$ cat src/rtl/amap_pkg.sv
package amap_pkg;

  // Number of prescaler ticks that a hold code stands for.
  function automatic int unsigned release_ticks(int unsigned code, int unsigned unit);
    return code * unit;
  endfunction

  // Inactive pad level for a given polarity select (1 = active low).
  function automatic logic idle_level(logic active_low);
    return active_low;
  endfunction

endpackage

$ cat src/rtl/amap_prescaler.sv
module amap_prescaler #(
  parameter int DIV = 4
) (
  input  logic clk,
  input  logic rst_n,
  output logic tick
);
  localparam int PW = (DIV > 1) ? $clog2(DIV) : 1;

  logic [PW-1:0] pcnt;

  assign tick = (pcnt == PW'(DIV - 1));

  always_ff @(posedge clk or negedge rst_n) begin
    if (!rst_n)    pcnt <= '0;
    else if (tick) pcnt <= '0;
    else           pcnt <= pcnt + 1'b1;
  end

  generate
    if (DIV > 1) begin : g_spacing
      // ticks never come back to back when the divider exceeds one
      a_r3_tick_spacing: assert property (@(posedge clk) disable iff (!rst_n)
        tick |=> !tick);
    end
  endgenerate

endmodule

$ cat src/rtl/amap_channel.sv
module amap_channel #(
  parameter int N_SRC = 8,
  parameter int DLY_W = 3,
  parameter int UNIT  = 2
) (
  input  logic             clk,
  input  logic             rst_n,
  input  logic             tick,
  input  logic [N_SRC-1:0] src,
  input  logic [N_SRC-1:0] mask,
  input  logic [DLY_W-1:0] code,
  input  logic             clr,
  output logic             active
);
  localparam int MAX_LOAD = ((2 ** DLY_W) - 1) * UNIT;
  localparam int CNT_W    = $clog2(MAX_LOAD + 1);

  logic             hit;
  logic             hold;
  logic [CNT_W-1:0] cnt;
  logic [CNT_W-1:0] load;
  logic             expire;

  assign hit    = |(src & mask);
  assign load   = CNT_W'(amap_pkg::release_ticks(int'(code), UNIT));
  assign expire = hold && !hit && !clr && (cnt == '0);
  assign active = rst_n && (hit || hold);

  always_ff @(posedge clk or negedge rst_n) begin
    if (!rst_n) begin
      hold <= 1'b0;
      cnt  <= '0;
    end else if (hit) begin
      hold <= 1'b1;
      cnt  <= load;
    end else if (clr) begin
      hold <= 1'b0;
      cnt  <= '0;
    end else if (hold) begin
      if (cnt == '0) hold <= 1'b0;
      else if (tick) cnt <= cnt - 1'b1;
    end
  end

  // source activity always (re)arms the hold with the full count
  a_r5_reload: assert property (@(posedge clk) disable iff (!rst_n)
    hit |=> (hold && cnt == $past(load)));

  // between ticks the remaining count does not move
  a_r3_count_still: assert property (@(posedge clk) disable iff (!rst_n)
    (hold && !hit && !clr && !tick && cnt != '0) |=> (hold && $stable(cnt)));

  // a tick takes exactly one off the count
  a_r3_count_step: assert property (@(posedge clk) disable iff (!rst_n)
    (hold && !hit && !clr && tick && cnt != '0) |=> (hold && cnt == $past(cnt) - 1'b1));

  // an exhausted count releases on the following clock
  a_r3_release: assert property (@(posedge clk) disable iff (!rst_n)
    expire |=> !hold);

  // a strobe with no cause ends the hold
  a_r6_clear: assert property (@(posedge clk) disable iff (!rst_n)
    (!hit && clr) |=> !hold);

  // a strobe while a cause is present leaves the hold armed
  a_r8_clear_blocked: assert property (@(posedge clk) disable iff (!rst_n)
    (hit && clr) |=> hold);

endmodule

$ cat src/rtl/alert_map_dor.sv
module alert_map_dor #(
  parameter int N_OUT = 2,
  parameter int N_SRC = 8,
  parameter int DLY_W = 3,
  parameter int UNIT  = 2,
  parameter int DIV   = 4
) (
  input  logic                   clk,
  input  logic                   rst_n,
  input  logic [N_SRC-1:0]       src_i,
  input  logic [N_OUT*N_SRC-1:0] mask_i,
  input  logic [N_OUT*DLY_W-1:0] code_i,
  input  logic [N_OUT-1:0]       pol_i,
  input  logic                   ara_i,
  input  logic                   hist_i,
  output logic [N_OUT-1:0]       alert_o
);
  logic             tick;
  logic             clr;
  logic [N_OUT-1:0] active;

  assign clr = ara_i | hist_i;

  amap_prescaler #(.DIV(DIV)) u_presc (
    .clk   (clk),
    .rst_n (rst_n),
    .tick  (tick)
  );

  generate
    for (genvar o = 0; o < N_OUT; o++) begin : g_out
      amap_channel #(.N_SRC(N_SRC), .DLY_W(DLY_W), .UNIT(UNIT)) u_chan (
        .clk    (clk),
        .rst_n  (rst_n),
        .tick   (tick),
        .src    (src_i),
        .mask   (mask_i[o*N_SRC +: N_SRC]),
        .code   (code_i[o*DLY_W +: DLY_W]),
        .clr    (clr),
        .active (active[o])
      );
      assign alert_o[o] = active[o] ^ pol_i[o];

      // held at the idle level throughout reset
      always_comb begin
        if (!rst_n) begin
          a_r10_reset_idle: assert (alert_o[o] == amap_pkg::idle_level(pol_i[o]));
        end
      end
    end
  endgenerate

endmodule

$ cat config.mk
export PLATFORM = sky130hd
export DESIGN_NAME = alert_map_dor
export DESIGN_NICKNAME = d
export VERILOG_FILES = /design/src/rtl/amap_pkg.sv /design/src/rtl/amap_prescaler.sv /design/src/rtl/amap_channel.sv /design/src/rtl/alert_map_dor.sv
export SDC_FILE = /design/constraint.sdc
export NUM_CORES = 1
export LEC_CHECK = 0
export ABC_AREA = 1
export ABC_CLOCK_PERIOD_IN_PS = 1250
export BUFFER_PORTS_ARGS = -buffer_cell sky130_fd_sc_hd__buf_2
export CORE_AREA = 2 2 53 50
export DETAILED_ROUTE_END_ITERATION = 10
export DIE_AREA = 0 0 55 52
export GPL_TIMING_DRIVEN = 0
export PLACE_DENSITY_LB_ADDON = 0.1
export REMOVE_ABC_BUFFERS = 1
export SYNTH_ARGS = -nofsm -noshare
export SYNTH_HDL_FRONTEND = slang
export SYNTH_SLANG_ARGS = --single-unit
export TNS_END_PERCENT = 10
$ cat constraint.sdc
create_clock -name clk -period 1.25 [get_ports clk]
set_clock_uncertainty 0.05 [all_clocks]
set_input_delay 0.125 -clock clk [delete_from_list [all_inputs] [get_ports clk]]
set_output_delay 0.125 -clock clk [all_outputs]
set_load 0.005 [all_outputs]
; ---- Word level (Yosys, flattened, before mapping)
; Index checks and enable logic that the tools add are counted.
[totals]
n_memories = 0
rom_bits = 0
ram_bits = 0
elab_cells = 49
output_inout_bits = 2
latch_bits = 0
ff_bits = 12
inputBits = 36
[op_classes]
n_shift = 0
n_addsub = 3
bitwise_logic = 5
mul = 0
n_lt_le_gt_ge = 0
eq_ne = 3
div = 0
reduce_logical = 14
mux = 19
[op_table]
columns = cell, n
row1 = $mux 4, 10
row2 = $and 8x8->8, 2
row3 = $reduce_or 8->1, 2
row4 = $reduce_bool 3->1, 4
row5 = $logic_not 4->1, 2
row6 = $mux 1, 8
row7 = $sub 4x1->4 const B, 2
row8 = $ne 3x2->1 const B, 2
row9 = $reduce_and 3->1, 2
row10 = $add 2x1->2 const B, 1
row11 = $eq 2x2->1 const B, 1
row12 = $logic_and 1x1->1, 2
row13 = $logic_or 1x1->1, 2
row14 = $mux 2, 1
row15 = $xor 1x1->1, 2
row16 = $or 1x1->1, 1

; ---- Depth between registers and ports, before layout
; Gate-level depths: netlist (run 1).
[depth]
depth_word = 6
ltp_mapped = 9
mapped_depth_nobuf = 9

; ---- By module
; From an unflattened synthesis (run 1), not the netlist that was laid out.
[unflattened]
hier_cells = 137
hier_area_um2 = 968.4
[modules_own_cells]
columns = module, seq_area_each_um2, cells_per_inst, area_each_um2, n_inst
row1 = amap_channel, 125.1, 61, 429.2, 2
row2 = amap_prescaler, 50.0, 4, 66.3, 1
row3 = alert_map_dor, 0.0, 11, 43.8, 1

; ---- Least setup slack after synthesis (run 1)
; Ideal clock, no wire load.
[synth_timing]
path_kind = register to register
startpoint = register g_out[1].u_chan.cnt[0]
endpoint = register g_out[1].u_chan.cnt[1]
t_required_ns = 1.083
path_slack_ns = -0.077
n_path_buf = 0
setup_ns = 0.117
period_less_slack_ns = 1.327
arrival_ns = 1.160
stages_incl_launch_ff = 10
path_cell_list = dfrtp_1 -> inv_1 -> ha_1 -> inv_1 -> nor2_1 -> nand2_1 -> nand3_1 -> nand2_1 -> nand2_1 -> nand2_1
[synth_between]
elab_chain_len = 6
elab_cells_between_ends = 9
cone_classes = add/sub (1) / eq/ne (1) / mux (5) / reduce/logical (2)
[synth_rtl]
columns = item, line_no
row1 = "start, declared", amap_channel.sv:20  ; logic [CNT_W-1:0] cnt;
row2 = "start signal, assigned", amap_channel.sv:35  ; cnt <= load;
row3 = "start signal, assigned", amap_channel.sv:41  ; else if (tick) cnt <= cnt - 1'b1;
row4 = $sub 4x1->4, amap_channel.sv:41
row5 = $mux 4, amap_channel.sv:41
row6 = $mux 4, amap_channel.sv:40  ; if (cnt == '0) hold <= 1'b0;
row7 = $mux 4, amap_channel.sv:39  ; end else if (hold) begin
row8 = $mux 4, amap_channel.sv:36  ; end else if (clr) begin
row9 = $mux 4, amap_channel.sv:33  ; end else if (hit) begin
; Parallel ways exist; a longest one is shown, timed or not. The select of a mux whose other input is x is not followed.
; A chain may end at the register's enable or synchronous reset.

; ---- Final worst setup path (run 1)
[layout_timing]
startpoint = register g_out[1].u_chan.cnt[1]
endpoint = register g_out[1].u_chan.cnt[1]
; Same word-level chain as after synthesis.

==> metrics.txt, run 1 <==
# TYPE chip_impl_metric gauge
chip_impl_info{name="most-common-layout-cells",value="nand2_1, buf_2, nand3_1, dfrtp_1, inv_1"} 1
chip_impl_metric{name="global_route.usage.met1",unit=""} 0.2120
chip_impl_info{name="worstSetupPathType",value="flip-flop to flip-flop"} 1
chip_impl_metric{name="synth_top_area_share",unit=""} 0.3297
chip_impl_metric{name="finalSetupViolCount",unit=""} 5
chip_impl_metric{name="routed_wl",unit="µm"} 2165
chip_impl_metric{name="track_usage",unit=""} 0.1690
chip_impl_metric{name="synth.cell_area",unit="µm²"} 910.9
chip_impl_info{name="worst_r2r_endpoint",value="g_out[1].u_chan.cnt[1]"} 1
chip_impl_metric{name="power_leakage",unit="nW"} 0.6999
chip_impl_metric{name="irDropWorstVdd",unit="mV"} 0.5771
chip_impl_metric{name="via_count",unit=""} 998
chip_impl_metric{name="floorplan.die_area",unit="µm²"} 2860
chip_impl_metric{name="worst_slew_pin_slew",unit="ns"} 0.5780
chip_impl_metric{name="timing.hold.worst_path_depth",unit=""} 5
chip_impl_info{name="critical_path.slowest_cell",value="dfrtp_1"} 1
chip_impl_metric{name="yosys_register_bits",unit=""} 12
chip_impl_metric{name="reg2regPathDepth",unit=""} 9
chip_impl_metric{name="wire_length_of_the_first_global_routing_pass",unit="µm"} 3594
chip_impl_info{name="critical-path-top-delay-family",value="flip-flops"} 1
chip_impl_info{name="ys_top_cells_by_area",value="dfrtp_1, nand2_1, nand3_1"} 1
chip_impl_metric{name="detail_route.drc_violations",unit=""} 0
chip_impl_metric{name="clock_latency",unit="ns"} 0.27
chip_impl_metric{name="number_of_warnings_reported_in_the_yosys_synthesis_log",unit=""} 0
chip_impl_metric{name="number_of_global_route_vias_before_repair",unit=""} 888
chip_impl_metric{name="regToRegSetupSlack",unit="ns"} -0.08
chip_impl_info{name="crit_path_cell_trace",value="inv_2 > ha_4 > inv_2 > nor2_4 > nand2_2 > nand3_4 > buf_6 > nand3_2 > nand2_1"} 1
chip_impl_info{name="hold_path_startpoint",value="code_i[2]"} 1
chip_impl_metric{name="hold_violations",unit=""} 0
chip_impl_metric{name="post-dp-hpwl",unit="µm"} 1595
chip_impl_metric{name="antenna_found_initial",unit=""} 0
chip_impl_metric{name="layout.area.seq",unit="µm²"} 301.5
chip_impl_metric{name="grt_max_degree",unit=""} 13
chip_impl_metric{name="clk_pin_slew_worst_paths",unit="ns"} 0.08
chip_impl_metric{name="area_occupied_by_multi_input_gates",unit="µm²"} 613.1
chip_impl_metric{name="critPathMaxFanout",unit=""} 6
chip_impl_metric{name="timing.critical_path.depth",unit=""} 9
chip_impl_metric{name="layout-drive-gt1-share",unit=""} 0.3892
chip_impl_info{name="top_usage_layer",value="met2"} 1
chip_impl_metric{name="synth.yosys.seq_area_share",unit=""} 0.3297
chip_impl_metric{name="worst_slew_margin_rel",unit=""} 0.6134
chip_impl_metric{name="final_antenna_net_count",unit=""} 0
chip_impl_info{name="rsz0062_at_grt",value="yes"} 1
chip_impl_info{name="regToRegStartpoint",value="g_out[1].u_chan.cnt[1]"} 1
chip_impl_info{name="violations",value="setup timing"} 1
chip_impl_metric{name="final_core_utilization",unit=""} 0.5476
chip_impl_metric{name="crit_path_max_incr_delay",unit="ns"} 0.40
chip_impl_metric{name="crit_buf_inv",unit=""} 3
chip_impl_metric{name="synthDistinctLibCells",unit=""} 15
chip_impl_info{name="tritoncts",value="yes"} 1
chip_impl_metric{name="synthToLayoutAreaGrowth",unit="%"} 40.66
chip_impl_metric{name="wl_per_cell",unit="µm"} 10.16
chip_impl_info{name="whs_endpoint",value="g_out[0].u_chan.cnt[3]"} 1
chip_impl_metric{name="syn_area_per_cell",unit="µm²"} 6.601
chip_impl_metric{name="power.total",unit="mW"} 1.008
chip_impl_metric{name="layoutNonFillerInstCount",unit=""} 213
chip_impl_metric{name="use_met2",unit=""} 0.3056
chip_impl_metric{name="cts_inserted_buffers",unit=""} 3
chip_impl_metric{name="design.final.nets",unit=""} 226
chip_impl_info{name="cp_common_cell",value="inv_2"} 1
chip_impl_metric{name="period_minus_slack",unit="ns"} 1.328
chip_impl_metric{name="finalMaxSlewViolations",unit=""} 0
chip_impl_metric{name="die_height",unit="µm"} 52
chip_impl_metric{name="power.density",unit="nW/µm²"} 786.7
chip_impl_metric{name="first_iter_violations",unit=""} 5
chip_impl_metric{name="cts_max_level",unit=""} 1
chip_impl_metric{name="drt_first_pass_iters",unit=""} 4
chip_impl_info{name="cts_root_buf",value="clkbuf_4"} 1
chip_impl_metric{name="cp.arrival",unit="ns"} 1.44
chip_impl_info{name="yosysTopAreaCell",value="dfrtp_1"} 1
chip_impl_metric{name="fin_crit_sh",unit=""} 1.062
chip_impl_metric{name="setup_ws",unit="ns"} -0.07786
chip_impl_metric{name="gp_routability_congestion",unit=""} 0.8234
chip_impl_metric{name="netlist_instances",unit=""} 138
chip_impl_metric{name="core_region_area",unit="µm²"} 2340
chip_impl_metric{name="clock_buffer_depth",unit=""} 2
chip_impl_metric{name="die-width",unit="µm"} 55
chip_impl_metric{name="filler_cell_count",unit=""} 230
chip_impl_metric{name="cp_data_required_time",unit="ns"} 1.36
chip_impl_metric{name="clkSinkCount",unit=""} 12
chip_impl_info{name="most_frequent_standard_cell_in_the_layout_excluding_fill_and_tap_cells",value="nand2_1"} 1
chip_impl_metric{name="num_io_pins",unit=""} 38
chip_impl_metric{name="placement.io_buffers",unit=""} 37
chip_impl_info{name="timing.critical_path.to_type",value="flip-flop"} 1
chip_impl_metric{name="drt-vias-per-instance",unit=""} 4.685
chip_impl_metric{name="hold-worst-slack",unit="ns"} 0.1120
chip_impl_info{name="worstHoldPathType",value="input port to flip-flop"} 1
chip_impl_metric{name="placed_cells",unit=""} 203
chip_impl_metric{name="initial_core_utilization",unit=""} 0.3893
chip_impl_info{name="run_status",value="finished, violations left"} 1
chip_impl_metric{name="use_met3",unit=""} 0.01724
chip_impl_metric{name="antennaDiodeCount",unit=""} 0
chip_impl_metric{name="setup_tns",unit="ns"} -0.1861
chip_impl_metric{name="clock.fmax",unit="MHz"} 753.1
chip_impl_metric{name="row_count",unit=""} 17
chip_impl_metric{name="drv_cap",unit=""} 0
chip_impl_metric{name="grt_remaining_overflow",unit=""} 0
chip_impl_info{name="crit_path_start_kind",value="flip-flop"} 1
==> flip-flops by register name, indices dropped and copies added, names as in the netlist <==
signal	count
g_out.u_chan.hold	2
u_presc.pcnt	2
g_out.u_chan.cnt	8
==> stage by stage <==
step / worst slack, ns / cell area (µm²)
after CTS: -0.08602 / 1244
after global routing: -0.1333 / 1281
after floorplan: -0.07684 / 910.9
final: -0.07786 / 1281
after global placement: -0.2334 / 1131
after detailed placement: -0.2846 / 1131
==> report_power, final <==
part           switching (mW)  leakage [nW]  internal, mW  total (mW)
Combinational           0.141         0.538         0.122       0.263
Clock                   0.135        0.0210         0.177       0.312
Sequential             0.0241         0.141         0.409       0.433
Total                   0.300         0.700         0.708        1.01
==> worst max path at each step <==
stage                      startpoint                      to  slack [ns]
2_1_floorplan  g_out[1].u_chan.cnt[0]  g_out[1].u_chan.cnt[1]       -0.08
3_3_place_gp   g_out[1].u_chan.cnt[0]  g_out[1].u_chan.cnt[2]       -0.23
3_5_place_dp   g_out[1].u_chan.cnt[0]  g_out[1].u_chan.cnt[3]       -0.28
6_report       g_out[1].u_chan.cnt[1]  g_out[1].u_chan.cnt[1]       -0.08
5_1_grt        g_out[1].u_chan.cnt[1]  g_out[1].u_chan.cnt[1]       -0.13
4_1_cts        g_out[1].u_chan.cnt[1]  g_out[1].u_chan.cnt[3]       -0.09
==> worst register-to-register path, delay by kind of cell, from the launching register on <==
kind,cells,cell delay [ns]
flops,1,0.40
simple gates,5,0.34
fa+ha+maj,1,0.16
buf+inv,3,0.28
==> Yosys cell counts <==
cell type / number
nor2_4: 3
or2_0: 2
inv_4: 1
nor2_2: 4
ha_1: 4
inv_1: 14
xor2_1: 2
o21ai_0: 7
nand2_1: 60
nor2_1: 8
nand3_1: 14
o21ai_1: 3
nand3b_1: 2
nand2_4: 2
dfrtp_1: 12
==> logic make-up after synthesis <==
logic type / count (synthesis) / share of synthesized area
fa+ha+maj: 4 / 0.05495
buf+inv: 15 / 0.06456
simple gates: 95 / 0.4766
compound gates: 10 / 0.05494
flops: 12 / 0.3297
xor+xnor: 2 / 0.01923
==> cell type report <==
| type | instances | share of cell area |
|---|---|---|
| sequential | 12 | 0.2354 |
| tap | 28 | 0.02734 |
| inverter | 15 | 0.04590 |
| clock buffer | 4 | 0.02832 |
| multi-input combinational | 111 | 0.4785 |
| timing repair buffer | 43 | 0.1846 |
==> per-layer routing <==
metal  vias up  share of wire
li1        526              -
met1       433           0.44
met2        35           0.47
met3         4          0.073
met4         0          0.012
met5         -              0
==> timing repair <==
item,in CTS,in global routing
hold buffers,1,0
pin swaps,8,7
setup buffers,4,1
hold endpoints to repair,12,0
endpoints found under the setup margin,10,11
resized for setup,14,11
Note: power is estimated with default switching activity, not from simulation.
==> run 2: changes to the inputs <==
- CELL_PAD_IN_SITES_DETAIL_PLACEMENT: not set -> 1
- CELL_PAD_IN_SITES_GLOBAL_PLACEMENT: not set -> 1
- CORE_AREA: 2 2 53 50 -> 2 2 64 60
- DIE_AREA: 0 0 55 52 -> 0 0 66 62
==> run 2 against run 1 <==
- the flow still finishes with violations (setup timing)
- clock-buffer cell count down 1
- sequential share of layout area fell by 0.49 points
- combinational power about the same
- critical endpoint is now g_out[0].u_chan.cnt[1]
- largest cell class unchanged
- via count shrank 0.40%
- critical path type unchanged
- design area increased by 2.5%
- global-route usage decreased by 3.0 points
- maximum frequency grew 3.2%
==> metrics.txt, run 2 (synthesis results as in run 1) <==
# TYPE chip_impl_metric gauge
chip_impl_info{name="run_status",value="finished, violations left"} 1
chip_impl_info{name="violations",value="setup timing"} 1
chip_impl_metric{name="clock_buffer_depth",unit=""} 2
chip_impl_metric{name="number_of_global_route_vias_before_repair",unit=""} 995
chip_impl_info{name="most_frequent_standard_cell_in_the_layout_excluding_fill_and_tap_cells",value="nand2_1"} 1
chip_impl_metric{name="power.density",unit="nW/µm²"} 801.8
chip_impl_metric{name="place_area",unit="µm²"} 1154
chip_impl_metric{name="preCtsSetupSlack",unit="ns"} -0.3387
chip_impl_metric{name="antenna_found_initial",unit=""} 0
chip_impl_info{name="regToRegStartpoint",value="g_out[0].u_chan.cnt[0]"} 1
chip_impl_metric{name="cp.arrival",unit="ns"} 1.42
chip_impl_metric{name="clock.fmax",unit="MHz"} 777.5
chip_impl_metric{name="critPathMaxFanout",unit=""} 4
chip_impl_metric{name="largest_register_ff_count",unit=""} 8
chip_impl_metric{name="detail_route.drc_violations",unit=""} 0
chip_impl_info{name="worstSetupPathType",value="flip-flop to flip-flop"} 1
chip_impl_metric{name="share_clk_of_total_power",unit=""} 0.335
chip_impl_metric{name="clk_pin_slew_worst_paths",unit="ns"} 0.05
chip_impl_info{name="crit_path_start_kind",value="flip-flop"} 1
chip_impl_info{name="rsz0062_at_grt",value="yes"} 1
chip_impl_metric{name="filler_cell_count",unit=""} 481
chip_impl_metric{name="finalSetupViolCount",unit=""} 4
chip_impl_metric{name="core_region_area",unit="µm²"} 3521
chip_impl_metric{name="initial_core_utilization",unit=""} 0.2587
chip_impl_metric{name="wl_per_cell",unit="µm"} 11.22
chip_impl_metric{name="die-width",unit="µm"} 66
chip_impl_metric{name="worst_slew_margin_rel",unit=""} 0.6217
chip_impl_info{name="hold_path_startpoint",value="code_i[4]"} 1
chip_impl_metric{name="power_switching_share",unit=""} 0.2966
chip_impl_metric{name="drt_first_pass_iters",unit=""} 2
chip_impl_metric{name="antennaDiodeCount",unit=""} 0
chip_impl_metric{name="finalMaxSlewViolations",unit=""} 0
chip_impl_metric{name="regToRegSetupSlack",unit="ns"} -0.04
chip_impl_metric{name="drv_cap",unit=""} 0
chip_impl_metric{name="p_switching",unit="mW"} 0.3124
chip_impl_metric{name="routed_wl",unit="µm"} 2559
chip_impl_metric{name="synthToLayoutAreaGrowth",unit="%"} 44.23
chip_impl_metric{name="grt_max_degree",unit=""} 13
chip_impl_metric{name="area_occupied_by_multi_input_gates",unit="µm²"} 633.1
chip_impl_metric{name="layout.area.seq",unit="µm²"} 302.8
chip_impl_metric{name="period_minus_slack",unit="ns"} 1.286
chip_impl_metric{name="placement.io_buffers",unit=""} 37
chip_impl_metric{name="layout-drive-gt1-share",unit=""} 0.3956
chip_impl_metric{name="worst_slew_pin_slew",unit="ns"} 0.5657
chip_impl_info{name="most-common-layout-cells",value="nand2_1, buf_2, nand3_1"} 1
chip_impl_metric{name="cp_data_required_time",unit="ns"} 1.38
chip_impl_metric{name="power_leakage",unit="nW"} 0.6924
chip_impl_metric{name="placed_cells",unit=""} 221
chip_impl_info{name="worst_r2r_endpoint",value="g_out[0].u_chan.cnt[1]"} 1
chip_impl_metric{name="cts_max_level",unit=""} 1
chip_impl_metric{name="fin_crit_sh",unit=""} 1.029
chip_impl_metric{name="gp_routability_congestion",unit=""} 0.7096
chip_impl_metric{name="finalInstanceArea",unit="µm²"} 1314
chip_impl_info{name="registers.top_by_ff_count",value="g_out.u_chan.cnt"} 1
chip_impl_info{name="worstHoldPathType",value="input port to flip-flop"} 1
chip_impl_metric{name="hold-worst-slack",unit="ns"} 0.1404
chip_impl_info{name="timing.critical_path.to_type",value="flip-flop"} 1
chip_impl_metric{name="design.final.nets",unit=""} 224
chip_impl_metric{name="row_count",unit=""} 21
chip_impl_metric{name="num_io_pins",unit=""} 38
chip_impl_metric{name="setup_ws",unit="ns"} -0.03610
chip_impl_info{name="whs_endpoint",value="g_out[1].u_chan.cnt[2]"} 1
chip_impl_metric{name="die_height",unit="µm"} 62
chip_impl_metric{name="final_core_utilization",unit=""} 0.3731
chip_impl_metric{name="p_int",unit="mW"} 0.7410
chip_impl_metric{name="wire_length_of_the_first_global_routing_pass",unit="µm"} 4250
chip_impl_metric{name="hold_violations",unit=""} 0
chip_impl_metric{name="irDropWorstVdd",unit="mV"} 0.6391
chip_impl_info{name="cts_root_buf",value="clkbuf_8"} 1
chip_impl_metric{name="timing.hold.worst_path_depth",unit=""} 5
chip_impl_metric{name="setup_tns",unit="ns"} -0.07334
chip_impl_metric{name="power.total",unit="mW"} 1.053
chip_impl_metric{name="first_iter_violations",unit=""} 6
chip_impl_metric{name="clock_latency",unit="ns"} 0.24
chip_impl_metric{name="post-dp-hpwl",unit="µm"} 1956
chip_impl_metric{name="drt-vias-per-instance",unit=""} 4.360
chip_impl_metric{name="power.share.combinational",unit=""} 0.251
chip_impl_info{name="reg_top3",value="g_out.u_chan.cnt: 8 flops, g_out.u_chan.hold: 2 flops, u_presc.pcnt: 2 flops"} 1
chip_impl_metric{name="track_usage",unit=""} 0.1388
chip_impl_metric{name="cts_inserted_buffers",unit=""} 3
chip_impl_metric{name="layoutNonFillerInstCount",unit=""} 228
chip_impl_metric{name="via_count",unit=""} 994
chip_impl_metric{name="reg2regPathDepth",unit=""} 6
chip_impl_metric{name="floorplan.die_area",unit="µm²"} 4092
chip_impl_metric{name="grt_remaining_overflow",unit=""} 0
chip_impl_metric{name="clkSinkCount",unit=""} 12
chip_impl_metric{name="final_antenna_net_count",unit=""} 0
chip_impl_info{name="tritoncts",value="yes"} 1
chip_impl_metric{name="power.share.sequential",unit=""} 0.414
-- run 2: changes by cell type in the layout (fill, tap and decap cells not counted), moves of 2 or more --
cell	delta
nand2_2	+2
clkbuf_4	-3
nand2_1	-2
nand3_2	-2
clkbuf_8	+2
-- run 2: cell type report --
cell class | instances | area share
multi-input cells | 111 | 0.4819
flip-flops and latches | 12 | 0.2305
repair buffers | 41 | 0.1657
inverters | 15 | 0.04667
well taps | 46 | 0.04381
clock buffers | 3 | 0.03143
-- run 2: worst max-delay path by stage --
stage          slack, ns                    from                     end
6_report           -0.04  g_out[0].u_chan.cnt[0]  g_out[0].u_chan.cnt[1]
5_1_grt            -0.13  g_out[0].u_chan.cnt[0]  g_out[0].u_chan.cnt[1]
4_1_cts            -0.08  g_out[1].u_chan.cnt[1]  g_out[1].u_chan.cnt[1]
3_5_place_dp       -0.34  g_out[1].u_chan.cnt[0]  g_out[1].u_chan.cnt[1]
3_3_place_gp       -0.26  g_out[1].u_chan.cnt[0]  g_out[1].u_chan.cnt[3]
2_1_floorplan      -0.08  g_out[1].u_chan.cnt[0]  g_out[1].u_chan.cnt[1]
-- run 2: per-layer routing --
layer  global-route usage  routed length, µm  part of all wire
met5                    0                  0                 0
met3              0.03964                169             0.066
met2               0.2439               1230              0.48
met1               0.1676               1121              0.44
met4              0.04373                 37             0.014
-- run 2: power by group through the flow --
| stage | sequential, mW | clock [mW] | combinational [mW] |
|---|---|---|---|
| after global placement | 0.437 | 0 | 0.229 |
| after detailed placement | 0.437 | 0 | 0.238 |
| final | 0.436 | 0.352 | 0.265 |
| after global routing | 0.440 | 0.391 | 0.307 |
| after floorplan | 0.432 | 0 | 0.136 |
| after CTS | 0.434 | 0.360 | 0.256 |
-- run 2: repair_timing --
item / 4_1_cts / 5_1_grt
resized for setup: 16 / 12
endpoints found under the setup margin: 8 / 11
hold endpoints to repair: 12 / 0
hold buffers: 1 / 0
setup buffers: 1 / 2
pin swaps: 11 / 7
-- run 2: worst max-delay path, cell delays in order, from the launching register on --
cell     delay (ns)
dfrtp_1        0.39
inv_2          0.11
ha_4           0.20
or2_0          0.21
o21ai_1        0.13
nand2_1        0.07
nand2_1        0.06
